`src/rtl/cam_pkg.sv`:
```
package cam_pkg;
  localparam int WCODE_W = 2;
  localparam int SPARE_W = 2;
  localparam int BASE_BITS = 8;

  typedef struct packed {
    logic               single;
    logic               vs_pol;
    logic               hs_pol;
    logic               pclk_fall;
    logic [WCODE_W-1:0] width;
    logic [SPARE_W-1:0] spare;
    logic               align_hi;
  } cam_cfg_t;
endpackage

```
`src/rtl/cam_edge.sv`:
```
module cam_edge #(
  parameter logic RST_LVL = 1'b0
) (
  input  logic clk_i,
  input  logic rst_ni,
  input  logic sig_i,
  output logic rise_o,
  output logic fall_o
);
  logic sig_q;

  always_ff @(posedge clk_i or negedge rst_ni) begin
    if (!rst_ni) sig_q <= RST_LVL;
    else         sig_q <= sig_i;
  end

  assign rise_o = sig_i & ~sig_q;
  assign fall_o = ~sig_i & sig_q;
endmodule

```
`src/rtl/cam_extract.sv`:
```
module cam_extract import cam_pkg::*; #(
  parameter int PIN_W = 14
) (
  input  logic [PIN_W-1:0]   pins_i,
  input  logic [WCODE_W-1:0] width_i,
  input  logic [SPARE_W-1:0] spare_i,
  input  logic               align_hi_i,
  output logic [PIN_W-1:0]   word_o
);
  localparam int SH_W = SPARE_W + 1;

  logic [SH_W-1:0]  shift;
  logic [PIN_W-1:0] shifted;
  logic [4:0]       nbits;

  always_comb begin
    shift   = align_hi_i ? {spare_i, 1'b0} : '0;
    shifted = pins_i >> shift;
    nbits   = 5'(BASE_BITS) + {2'b00, width_i, 1'b0};
  end

  for (genvar i = 0; i < PIN_W; i++) begin : g_bit
    assign word_o[i] = shifted[i] & (5'(i) < nbits);
  end
endmodule

```
`src/rtl/cam_ctrl.sv`:
```
module cam_ctrl import cam_pkg::*; (
  input  logic     clk_i,
  input  logic     rst_ni,
  input  cam_cfg_t cfg_i,
  input  logic     vs_rise_i,
  input  logic     vs_fall_i,
  input  logic     vs_act_i,
  input  logic     cap_wr_i,
  input  logic     cap_wdata_i,
  output cam_cfg_t cfg_o,
  output logic     cap_o,
  output logic     run_o,
  output logic     frame_end_o
);
  logic cap_q, run_q, pend_q, fe_q;
  logic cap_n, run_n, pend_n, fe_n;
  cam_cfg_t cfg_q;

  always_comb begin
    cap_n  = cap_q;
    run_n  = run_q;
    pend_n = pend_q;
    fe_n   = 1'b0;
    if (!run_q && cap_q && vs_rise_i) run_n = 1'b1;
    if (run_q && vs_fall_i) begin
      fe_n = 1'b1;
      if (cfg_q.single || pend_q) begin
        run_n  = 1'b0;
        cap_n  = 1'b0;
        pend_n = 1'b0;
      end
    end
    if (cap_wr_i) begin
      if (cap_wdata_i) begin
        cap_n  = 1'b1;
        pend_n = 1'b0;
      end else if (run_n && vs_act_i) begin
        pend_n = 1'b1;  // stop deferred to frame end
      end else begin
        cap_n  = 1'b0;
        run_n  = 1'b0;
        pend_n = 1'b0;
      end
    end
  end

  always_ff @(posedge clk_i or negedge rst_ni) begin
    if (!rst_ni) begin
      cap_q  <= 1'b0;
      run_q  <= 1'b0;
      pend_q <= 1'b0;
      fe_q   <= 1'b0;
      cfg_q  <= '0;
    end else begin
      cap_q  <= cap_n;
      run_q  <= run_n;
      pend_q <= pend_n;
      fe_q   <= fe_n;
      if (!run_q) cfg_q <= cfg_i;  // shadow frozen during a run
    end
  end

  assign cfg_o       = cfg_q;
  assign cap_o       = cap_q;
  assign run_o       = run_q;
  assign frame_end_o = fe_q;
endmodule

```
`src/rtl/cam_capture.sv`:
```
module cam_capture import cam_pkg::*; #(
  parameter int PIN_W = 14
) (
  input  logic               clk_i,
  input  logic               rst_ni,
  input  logic               pclk_i,
  input  logic               vsync_i,
  input  logic               hsync_i,
  input  logic [PIN_W-1:0]   pins_i,
  input  logic               cap_wr_i,
  input  logic               cap_wdata_i,
  input  logic               cfg_single_i,
  input  logic               cfg_vs_pol_i,
  input  logic               cfg_hs_pol_i,
  input  logic               cfg_pclk_fall_i,
  input  logic [WCODE_W-1:0] cfg_width_i,
  input  logic [SPARE_W-1:0] cfg_spare_i,
  input  logic               cfg_align_hi_i,
  output logic               cap_o,
  output logic               active_o,
  output logic [PIN_W-1:0]   pix_o,
  output logic               pix_valid_o,
  output logic               frame_end_o
);
  cam_cfg_t cfg_in, cfg_q;
  logic vs_act, hs_act, vs_rise, vs_fall, pc_rise, pc_fall;
  logic run, smp;
  logic [PIN_W-1:0] word, pix_q;
  logic valid_q;

  assign cfg_in = '{single: cfg_single_i, vs_pol: cfg_vs_pol_i,
                    hs_pol: cfg_hs_pol_i, pclk_fall: cfg_pclk_fall_i,
                    width: cfg_width_i, spare: cfg_spare_i,
                    align_hi: cfg_align_hi_i};

  assign vs_act = (vsync_i == cfg_q.vs_pol);
  assign hs_act = (hsync_i == cfg_q.hs_pol);

  cam_edge #(.RST_LVL(1'b1)) u_vs_edge (
    .clk_i(clk_i), .rst_ni(rst_ni), .sig_i(vs_act),
    .rise_o(vs_rise), .fall_o(vs_fall)
  );

  cam_edge #(.RST_LVL(1'b0)) u_pc_edge (
    .clk_i(clk_i), .rst_ni(rst_ni), .sig_i(pclk_i),
    .rise_o(pc_rise), .fall_o(pc_fall)
  );

  cam_ctrl u_ctrl (
    .clk_i(clk_i), .rst_ni(rst_ni), .cfg_i(cfg_in),
    .vs_rise_i(vs_rise), .vs_fall_i(vs_fall), .vs_act_i(vs_act),
    .cap_wr_i(cap_wr_i), .cap_wdata_i(cap_wdata_i),
    .cfg_o(cfg_q), .cap_o(cap_o), .run_o(run), .frame_end_o(frame_end_o)
  );

  cam_extract #(.PIN_W(PIN_W)) u_extract (
    .pins_i(pins_i), .width_i(cfg_q.width), .spare_i(cfg_q.spare),
    .align_hi_i(cfg_q.align_hi), .word_o(word)
  );

  assign smp = run & vs_act & hs_act & (cfg_q.pclk_fall ? pc_fall : pc_rise);

  always_ff @(posedge clk_i or negedge rst_ni) begin
    if (!rst_ni) begin
      pix_q   <= '0;
      valid_q <= 1'b0;
    end else begin
      valid_q <= smp;
      if (smp) pix_q <= word;
    end
  end

  assign active_o    = run;
  assign pix_o       = pix_q;
  assign pix_valid_o = valid_q;
endmodule

```
`config.mk`:
```
export PLATFORM = sky130hd
export DESIGN_NAME = cam_capture
export DESIGN_NICKNAME = d
export VERILOG_FILES = /design/src/rtl/cam_pkg.sv /design/src/rtl/cam_edge.sv /design/src/rtl/cam_extract.sv /design/src/rtl/cam_ctrl.sv /design/src/rtl/cam_capture.sv
export SDC_FILE = /design/constraint.sdc
export NUM_CORES = 1
export LEC_CHECK = 0
export ABC_AREA = 1
export CAP_MARGIN = 20
export CORE_MARGIN = 2
export CORE_UTILIZATION = 51
export CTS_CLUSTER_SIZE = 30
export DETAILED_ROUTE_END_ITERATION = 10
export GPL_TIMING_DRIVEN = 0
export PLACE_DENSITY = 0.86
export SLEW_MARGIN = 20
export SYNTH_ARGS = -nofsm -noshare
export SYNTH_HDL_FRONTEND = slang
export SYNTH_HIERARCHICAL = 1
export SYNTH_SLANG_ARGS = --single-unit
```
`constraint.sdc`:
```
create_clock -name clk_i -period 2.2 [get_ports clk_i]
set_clock_uncertainty 0.05 [all_clocks]
set_input_delay 0.22 -clock clk_i [delete_from_list [all_inputs] [get_ports clk_i]]
set_output_delay 0.22 -clock clk_i [all_outputs]
set_load 0.1 [all_outputs]
```
Word-level counts from Yosys, hierarchy flattened
Index checks and enable logic that the tools add are counted.

Word-level logic and storage cells: 86. Output and inout bits: 18. Input port bits: 30. Register bits: 30.

Shifts and indexed selects: 1. Reduce and logical (&&, ||, !) cells: 9. Bitwise logic cells: 25. Add/subtract/negate cells: 1. Order comparisons: 14. Multiplexer cells: 19. Equal/unequal tests: 2.

Operators with widths (number): $lt 4x5->1 const A (6); $and 1x1->1 (21); $lt 3x5->1 const A (4); $mux 1 (18); $shr 14x3->14 (1); $lt 1x5->1 const A (2); $lt 2x5->1 const A (2); $add 4x3->5 const A (1); $logic_and 1x1->1 (4); $not 1->1 (4); $reduce_bool 2->1 (2); $mux 3 (1); $eq 1x1->1 (2); $reduce_and 2->1 (1); $logic_not 1->1 (1); $logic_or 1x1->1 (1).

Depth between registers and ports, before layout
Gate-level depths: netlist of the first run.

Word-level depth: 10. Gate-level depth with buffers: 11. Gate-level depth less buffers: 11.

Modules after synthesis
Netlist of the first run, hierarchy kept.

By module, submodules not included: cam_capture (area each 658.1 um^2, seq. area each 375.4 um^2, cells each 76, instances 1); cam_ctrl (area each 586.8 um^2, seq. area each 325.3 um^2, cells each 63, instances 1); cam_extract (area each 376.6 um^2, seq. area each 0.0 um^2, cells each 90, instances 1); cam_edge at u_vs_edge (area each 41.3 um^2, seq. area each 26.3 um^2, cells each 5, instances 1); cam_edge at u_pc_edge (area each 40.0 um^2, seq. area each 25.0 um^2, cells each 5, instances 1).

Worst setup path after synthesis of the first run
OpenSTA, ideal clock, no wires.

Path type: reg2reg. Start: register u_ctrl.run_q (netlist: u_ctrl/run_o). End: register u_ctrl.cap_q (netlist: u_ctrl/cap_o). Cell stages (with the launch flop): 9. Path slack: 0.486 ns. Data required time: 2.034 ns. Setup time: 0.116 ns. Arrival time: 1.548 ns. Path buffers: 1. Period minus slack after synthesis: 1.714 ns. Cells stage by stage: dfrtp_1 buf_6 nand2_4 inv_6 nand2_4 nand3_4 nand2_2 nand2_1 nand2_1.

Longest elaborated chain between the ends: 10. Elaborated cells between the ends (all ways): 12. Classes of those cells: mux: 7; reduce/logical: 5.

RTL lines: from (decl) (RTL line cam_ctrl.sv:15) `logic cap_q, run_q, pend_q, fe_q;`; from (signal assigned) (RTL line cam_ctrl.sv:56) `run_q <= run_n;`; $logic_not 1->1; $logic_and 1x1->1 (2 in series) (RTL line cam_ctrl.sv:24) `if (!run_q && cap_q && vs_rise_i) run_n = 1'b1;`; $mux 1 (RTL line cam_ctrl.sv:24); $mux 1 (RTL line cam_ctrl.sv:27) `if (cfg_q.single || pend_q) begin`; $mux 1 (RTL line cam_ctrl.sv:25) `if (run_q && vs_fall_i) begin`; $logic_and 1x1->1 (RTL line cam_ctrl.sv:37) `end else if (run_n && vs_act_i) begin`; $mux 1 (RTL line cam_ctrl.sv:37); $mux 1 (RTL line cam_ctrl.sv:34) `if (cap_wdata_i) begin`; $mux 1 * (RTL line cam_ctrl.sv:33) `if (cap_wr_i) begin`; named net u_ctrl.cap_n (RTL line cam_ctrl.sv:16) `logic cap_n, run_n, pend_n, fe_n;`; to (signal assigned) (RTL line cam_ctrl.sv:55) `cap_q <= cap_n;`; to (decl) (RTL line cam_ctrl.sv:15).

Mark *: on every way through the listed nets, which the timed path passes. The rest lies on a longest branch. A chain may end at the register's enable or synchronous reset.

Final worst setup path of the first run
Start: register pix_q[2] (netlist: pix_o[2]). End: output pix_o[2].

RTL lines: from (decl) (RTL line cam_capture.sv:28) `logic [PIN_W-1:0] word, pix_q;`; from (signal assigned) (RTL line cam_capture.sv:69) `if (smp) pix_q <= word;`; to (decl) (RTL line cam_capture.sv:21) `output logic [PIN_W-1:0] pix_o,`.

No word-level cell between the ends.

==> impl_metrics.toml, run 1 <==
[clock_tree]
insertion_delay_ps = 320
cts.path.max_buffers = 2
cts.sinks = 30
root_buffer = "clkbuf_4"
htree_levels = 2
numCtsBuffers = 5
postCtsSetupRepairBufs = 0
path_clk_slew_ps = 90
cts_tree = "done"

[drt]
wl_mm = 3.53
postRouteAntennaNets = 0
vias = 1627
route.detailed.drc = 0
drt_iter0_markers = 105
viasPerCell = 4.80
drt_first_pass_iters = 4
post_drt_wl_per_cell_um = 10.4

[finish]
drive_gt1_share_pct = 10.5
fin_nets = 324
area_growth_syn_to_layout_pct = 34.5
fin_area_um2 = 2290
final_common_cell = "nand2_1"
layout_common_cells = "nand2_1, clkdlybuf4s50_1, dfrtp_1, inv_1, nand3_1"
post-route-util_pct = 73.8
n_antenna_cell = 0

[setup_path]
critPathCaptureType = "primary output"
crit_chain = "clkdlybuf4s50_1"
crit_buf_inv = 1
path_max_fanout = 2
cp_num_cells = 1
worst_path_largest_cell_delay_ps = 1140
cp.arrival_ps = 1820
path_class = "reg -> out"
reg2reg_slack_ps = 810
crit_required_ps = 1930
reg2reg_depth = 11
slowest_stage = "clkdlybuf4s50_1"
cp_top_family = "buffers and inverters"
crit_path_start_kind = "flip-flop"

[global_routing]
grt_pass1_vias = 1506
grt_pass1_wl_mm = 6.24
antenna_found_initial = 0
grt_max_degree = 31
grt_usage_pct = 22.5
gr-total-overflow = 0

[pwr]
power_leakage_nw = 1.24
p_int_w = 0.00157
clkPwrFrac_pct = 9.2
p_sw_share_pct = 56.5
powerDensity_nw_per_um2 = 1580
ir_drop_mv = 0.739
pwr-share-comb_pct = 65.0
seqPwrFrac_pct = 25.7
p_switching_w = 0.00204

[synth]
synth_seq_cells = 30
ys_seq_area_share_pct = 44.2
syn_area_per_cell_um2 = 7.13
syn_nets = 269
ys_types = 19
synthesis.area_um2 = 1700
yosysWarningCount = 6
synthesis.instances = 239

[worst_hold_path]
hp-class = "in -> reg"
whs_path_depth = 1

[die]
die-area_um2 = 3820
start_util_pct = 54.9
core-area_um2 = 3100
placementRows = 20
ios = 48
die_h_um = 61.8
die_x_um = 61.8

[timing]
post-route-period-util_pct = 95.2
slew_headroom_pct = 34.7
finalHoldWorstSlack_ps = 328
rsz0062_at_grt = "false"
finalCriticalPeriod_ps = 2090
maxSlewViolCount = 0
tightestPinTransition_ps = 976
fmax_mhz = 478
final-hold-violation-count = 0
finalSetupViolCount = 0
finalSetupTns_ps = 0

[placement]
dp_hpwl_mm = 2.83
port_buffers = 47
gp_congestion = 0.835
dpl_cell_area_um2 = 2220

[flow_run]
drv_cap = 0

[outcome]
status = "finished, final reports clean"
==> cell type report <==
cell class / instances / area (µm²)
fill: 286 / 812
multi-input combinational: 171 / 766
sequential: 30 / 752
timing repair buffer: 48 / 474
inverter: 30 / 118
buffer: 8 / 67.6
clock buffer: 8 / 58.8
tap: 44 / 55.1
==> worst reg2reg max path: cells and delay by family (launching register included) <==
kind,cells,cell delay (ps)
AND/OR/NAND/NOR,9,760
flip-flops,1,370
buffers and inverters,2,110
==> power groups by stage <==
stage          Combinational [W]  Clock [W]  Sequential (W)
2_1_floorplan           0.000849          0         0.00190
3_3_place_gp             0.00232          0        0.000931
3_5_place_dp             0.00236          0        0.000948
4_1_cts                  0.00236   0.000340        0.000936
5_1_grt                  0.00253   0.000367        0.000963
6_report                 0.00235   0.000333        0.000930
==> cell families (layout without fill, tap and decap cells) <==
family	Yosys count	in the layout	synth area share, %
AOI/OAI and AO/OA	17	17	5.14
buffers and inverters	38	94	10.9
DFF	30	30	44.2
and+or+nand+nor	154	154	39.8
==> timing repair <==
item                                    in CTS  in global routing
resized for setup                            1                  0
hold buffers                                 1                  0
hold endpoints to repair                    29                  0
endpoints found under the setup margin       1                  0
==> routing by layer <==
metal	vias up	track usage [%]	wire, µm
met5	-	0	0
met4	0	11.6	85
met3	7	5.38	208
li1	836	-	-
met2	58	35.9	1700
met1	726	28.6	1530
==> flip-flops by register name (all words and copies together), names as in the netlist <==
register	count
pix_valid_o	1
u_ctrl/cfg_o	9
u_ctrl/run_o	1
u_vs_edge/sig_q	1
u_ctrl/frame_end_o	1
pix_o	14
u_ctrl/cap_o	1
u_pc_edge/sig_q	1
u_ctrl/pend_q	1
==> Yosys cell counts <==
cell / number / area [µm²]
buf_6: 4 / 45.0
nand2_1: 111 / 417
nand3_1: 18 / 90.1
o21ai_0: 4 / 20.0
nand3_4: 2 / 35.0
buf_2: 3 / 15.0
dfrtp_1: 29 / 726
inv_2: 2 / 7.51
buf_4: 1 / 7.51
inv_1: 27 / 101
nand2_4: 4 / 45.0
nand2_2: 4 / 25.0
or2_2: 1 / 6.26
inv_6: 1 / 8.76
nor2_1: 13 / 48.8
nor2_4: 1 / 11.3
o21ai_1: 12 / 60.1
dfstp_2: 1 / 26.3
a21boi_0: 1 / 7.51
==> path summary, 6_finish.rpt <==
path / from / end
min in group asynchronous: rst_ni / u_ctrl/cfg_o[8]
min reg2reg: pix_o[11] / pix_o[11]
min: pclk_i / u_pc_edge/sig_q
max reg2reg: u_ctrl/cfg_o[7] / u_ctrl/cap_o
max: pix_o[2] / pix_o[2]
max in group asynchronous: rst_ni / pix_valid_o
==> through the flow <==
step	setup slack [ps]	instances	power, W
floorplan	486	239	0.00275
global placement	360	330	0.00325
detailed placement	358	330	0.00330
CTS	90.1	339	0.00363
global route	47.5	339	0.00386
finish	106	339	0.00361
Power figures use the tool's default switching activity.
==> run 2, diff against run 1 <==
--- a/config.mk
+++ b/config.mk
@@ -8,10 +8,11 @@
 export ABC_AREA = 1
 export CAP_MARGIN = 20
+export CORE_ASPECT_RATIO = 0.75
 export CORE_MARGIN = 2
-export CORE_UTILIZATION = 51
+export CORE_UTILIZATION = 40
 export CTS_CLUSTER_SIZE = 30
 export DETAILED_ROUTE_END_ITERATION = 10
 export GPL_TIMING_DRIVEN = 0
-export PLACE_DENSITY = 0.86
+export PLACE_DENSITY = 0.7
 export SLEW_MARGIN = 20
 export SYNTH_ARGS = -nofsm -noshare
==> constraint.sdc (replaced) <==
create_clock -name clk_i -period 2.2 [get_ports clk_i]
set_clock_uncertainty 0.05 [all_clocks]
set_input_delay 0.44 -clock clk_i [delete_from_list [all_inputs] [get_ports clk_i]]
set_output_delay 0.44 -clock clk_i [all_outputs]
set_load 0.1 [all_outputs]
==> impl_metrics.toml, run 2 (synthesis results as in run 1) <==
[outcome]
status = "finished, final reports clean"

[clock_tree]
cts.path.max_buffers = 2
path_clk_slew_ps = 70
root_buffer = "clkbuf_8"
insertion_delay_ps = 280
cts_tree = "done"
cts.sinks = 30
htree_levels = 2
postCtsSetupRepairBufs = 0
hold_buffers = 0
numCtsBuffers = 5

[global_routing]
antenna_found_initial = 0
grt_pass1_vias = 1384
gr-total-overflow = 0
grt_max_degree = 31
grt_usage_pct = 16.2
grt_pass1_wl_mm = 6.03

[finish]
final_cells = 349
n_antenna_cell = 0
largest_register_ffs = 14
fin_area_um2 = 2310
drive_gt1_share_pct = 11.2
fin_nets = 323
area_growth_syn_to_layout_pct = 35.6
final_common_cell = "nand2_1"
layout_common_cells = "nand2_1, dfrtp_1, clkdlybuf4s50_1, inv_1"

[die]
die_h_um = 60.5
placementRows = 20
die_x_um = 79.3
core-area_um2 = 4080
ios = 48
die-area_um2 = 4800
start_util_pct = 41.7

[timing]
post-route-period-util_pct = 94.3
rsz0062_at_grt = "false"
maxSlewViolCount = 0
finalSetupViolCount = 0
finalCriticalPeriod_ps = 2070
fmax_mhz = 482
slew_headroom_pct = 35.5
final-hold-violation-count = 0
finalHoldWorstSlack_ps = 131
tightestPinTransition_ps = 971
finalSetupTns_ps = 0

[flow_run]
drv_cap = 0

[drt]
viasPerCell = 4.48
postRouteAntennaNets = 0
post_drt_wl_per_cell_um = 10.1
wl_mm = 3.52
drt_first_pass_iters = 4
vias = 1562
route.detailed.drc = 0
drt_iter0_markers = 45

[setup_path]
crit_buf_inv = 1
cp_top_family = "buffers and inverters"
critPathCaptureType = "primary output"
crit_chain = "dlygate4sd2_1"
crit_required_ps = 1710
reg2reg_depth = 7
r2r-start = "u_ctrl/cfg_o[7]"
reg2reg_slack_ps = 810
rr_endpoint = "pix_o[11]"
slowest_stage = "dlygate4sd2_1"
worst_path_largest_cell_delay_ps = 890
cp.arrival_ps = 1580
path_class = "reg -> out"
path_max_fanout = 3
crit_path_start_kind = "flip-flop"

[worst_hold_path]
hp-class = "in -> async"

[placement]
gp_congestion = 0.796
port_buffers = 47
dp_hpwl_mm = 2.76
place_inst = 341
dpl_cell_area_um2 = 2240

[pwr]
powerDensity_nw_per_um2 = 1570
power_leakage_nw = 1.30
ir_drop_mv = 0.837
[run 2: area by class of cell]
type                       instances  area, µm²
buffer                             8       67.6
clock buffer                       6       82.6
clock inverter                     2       12.5
fill                             413       1770
inverter                          30        118
multi-input combinational        171        766
sequential                        30        752
tap                               55       68.8
timing repair buffer              47        443
[run 2: how the worst max path moves through the flow]
stage | startpoint | end | slack (ps) | cells past startpoint
6_report | u_ctrl/run_o | active_o | 130 | 1
5_1_grt | u_ctrl/run_o | active_o | 90 | 1
4_1_cts | u_ctrl/run_o | active_o | 110 | 1
3_5_place_dp | u_ctrl/run_o | active_o | 130 | 1
3_3_place_gp | rst_ni | pix_o[2] | 120 | 1
2_1_floorplan | u_ctrl/run_o | u_ctrl/cap_o | 490 | 8
[run 2: stage by stage]
step / util [%] / power, W / worst slack, ps
2_1_floorplan: - / 0.00275 / 486
3_3_place_gp: 55.0 / 0.00327 / 121
3_5_place_dp: 54.8 / 0.00329 / 135
4_1_cts: 56.6 / 0.00365 / 110
5_1_grt: 56.6 / 0.00389 / 90.4
6_report: 56.6 / 0.00363 / 126
[run 2: what timing repair did]
item | CTS | global route
resized for setup | 18 | 0
endpoints found under the setup margin | 18 | 0
hold endpoints to repair | 0 | 0
[run 2: routing by layer]
metal  up-vias  wire length (µm)  global-route usage (%)
met5         -                 0                       0
met4         0                27                    4.43
met3         2               184                    3.57
met2        45              1500                    25.1
met1       678              1810                    23.2
li1        837                 -                       -
[run 2: where the power goes]
part           switching (W)  internal (W)  leakage (nW)  total, W
combinational        0.00172      0.000538         0.877   0.00225
clock               0.000203      0.000251        0.0472  0.000454
sequential          0.000139      0.000788         0.377  0.000927
==> run 3, diff against run 2 <==
- HOLD_SLACK_MARGIN: default -> 0.15
- REMOVE_ABC_BUFFERS: default -> 1
==> impl_metrics.toml, run 3 (synthesis results as in run 1) <==
[global_routing]
grtUsageMet2_pct = 25.4
grt_pass1_vias = 1348
antenna_found_initial = 0
gr-usage-met3_pct = 5.36
grt_max_degree = 31
grt_util_met1_pct = 22.6
grt_usage_pct = 16.7
grt-busiest-layer = "met2"
gr-total-overflow = 0
grt_pass1_wl_mm = 6.11

[timing]
tightestPinTransition_ps = 962
fmax_mhz = 483
finalCriticalPeriod_ps = 2070
postLayoutSetupSlackWorst_ps = 129
maxSlewViolCount = 0
post-route-period-util_pct = 94.1
slew_headroom_pct = 36.1
finalSetupTns_ps = 0
final-hold-violation-count = 0
rsz0062_at_grt = "false"
finalSetupViolCount = 0

[clock_tree]
numCtsBuffers = 5
insertion_delay_ps = 270
cts_tree = "done"
cts.path.max_buffers = 2
hold_buffers = 0
htree_levels = 2
cts.sinks = 30
root_buffer = "clkbuf_8"
path_clk_slew_ps = 60

[die]
start_util_pct = 41.7
die_h_um = 60.5
ios = 48
die-area_um2 = 4800
core-area_um2 = 4080
die_x_um = 79.3
placementRows = 20

[pwr]
power_leakage_nw = 1.26
ir_drop_mv = 0.678
powerDensity_nw_per_um2 = 1570

[finish]
largest_register_ffs = 14
area_growth_syn_to_layout_pct = 31.6
fillCellCount = 425
layout_common_cells = "nand2_1, dfrtp_1, clkdlybuf4s50_1, inv_1, nand3_1"
fin_area_um2 = 2240
n_antenna_cell = 0
final_common_cell = "nand2_1"
final_cells = 341
fin_nets = 315
drive_gt1_share_pct = 8.74

[setup_path]
worst_path_largest_cell_delay_ps = 670
path_max_fanout = 12
cp.arrival_ps = 1580
cp_num_cells = 1
reg2reg_depth = 4
crit_chain = "clkdlybuf4s15_2"
slowest_stage = "dfrtp_1"
path_class = "reg -> out"
crit_buf_inv = 1
crit_required_ps = 1710
cp_top_family = "flip-flops"
crit_path_start_kind = "flip-flop"
critPathCaptureType = "primary output"

[worst_hold_path]
hp-class = "in -> async"

[drt]
viasPerCell = 4.55
drt_first_pass_iters = 4
drt_iter0_markers = 88
wl_mm = 3.54
postRouteAntennaNets = 0
route.detailed.drc = 0
vias = 1551
post_drt_wl_per_cell_um = 10.4

[placement]
port_buffers = 47
dp_hpwl_mm = 2.65
place_inst = 333
pre_cts_ws_ps = -182
gp_congestion = 0.804
dpl_cell_area_um2 = 2170

[outcome]
status = "finished, final reports clean"

[flow_run]
drv_cap = 0
## run 3: metrics by stage
| stage | util (%) | power [W] | hold slack [ps] |
|---|---|---|---|
| 2_1_floorplan | - | 0.00266 | 94.4 |
| 3_3_place_gp | 53.3 | 0.00317 | 414 |
| 3_5_place_dp | 53.2 | 0.00320 | 421 |
| 4_1_cts | 54.9 | 0.00355 | 169 |
| 5_1_grt | 54.9 | 0.00380 | 191 |
| 6_report | 54.9 | 0.00352 | 139 |
## run 3: layout make-up
class / count / area [µm²] / area share [%]
Inverter: 30 / 118 / 5.25
Sequential cell: 30 / 752 / 33.6
Multi-Input combinational cell: 171 / 766 / 34.2
Clock buffer: 7 / 86.3 / 3.85
Tap cell: 55 / 68.8 / 3.07
Clock inverter: 1 / 5.00 / 0.223
Timing Repair Buffer: 47 / 445 / 19.9
## run 3: worst paths after layout
path,end,from,slack (ps)
setup reg to reg,pix_o[6],u_ctrl/run_o,620
hold / removal,u_ctrl/cap_o,rst_ni,140
hold reg to reg,pix_o[10],pix_o[10],420
max in group asynchronous,pix_o[5],rst_ni,1530
min in group clk_i,pix_o[10],pix_o[10],420
setup / recovery,active_o,u_ctrl/run_o,130
## run 3: repair_timing
| item | 4_1_cts | 5_1_grt |
|---|---|---|
| resized for setup | 20 | 0 |
| setup buffers | 0 | 0 |
| setup endpoints to repair | 18 | 0 |
## run 3: metal layers
| metal | up-vias | share of wire [%] |
|---|---|---|
| li1 | 815 | - |
| met1 | 701 | 51 |
| met2 | 31 | 43 |
| met3 | 4 | 4.8 |
| met4 | 0 | 1.2 |
| met5 | - | 0 |
## run 3: report_power, final
group / total (W) / switching, W / leakage [nW] / internal, W
Combinational: 0.00212 / 0.00166 / 0.839 / 0.000464
Clock: 0.000443 / 0.000191 / 0.0482 / 0.000252
Sequential: 0.000958 / 0.000171 / 0.377 / 0.000787
Total: 0.00352 / 0.00202 / 1.26 / 0.00150
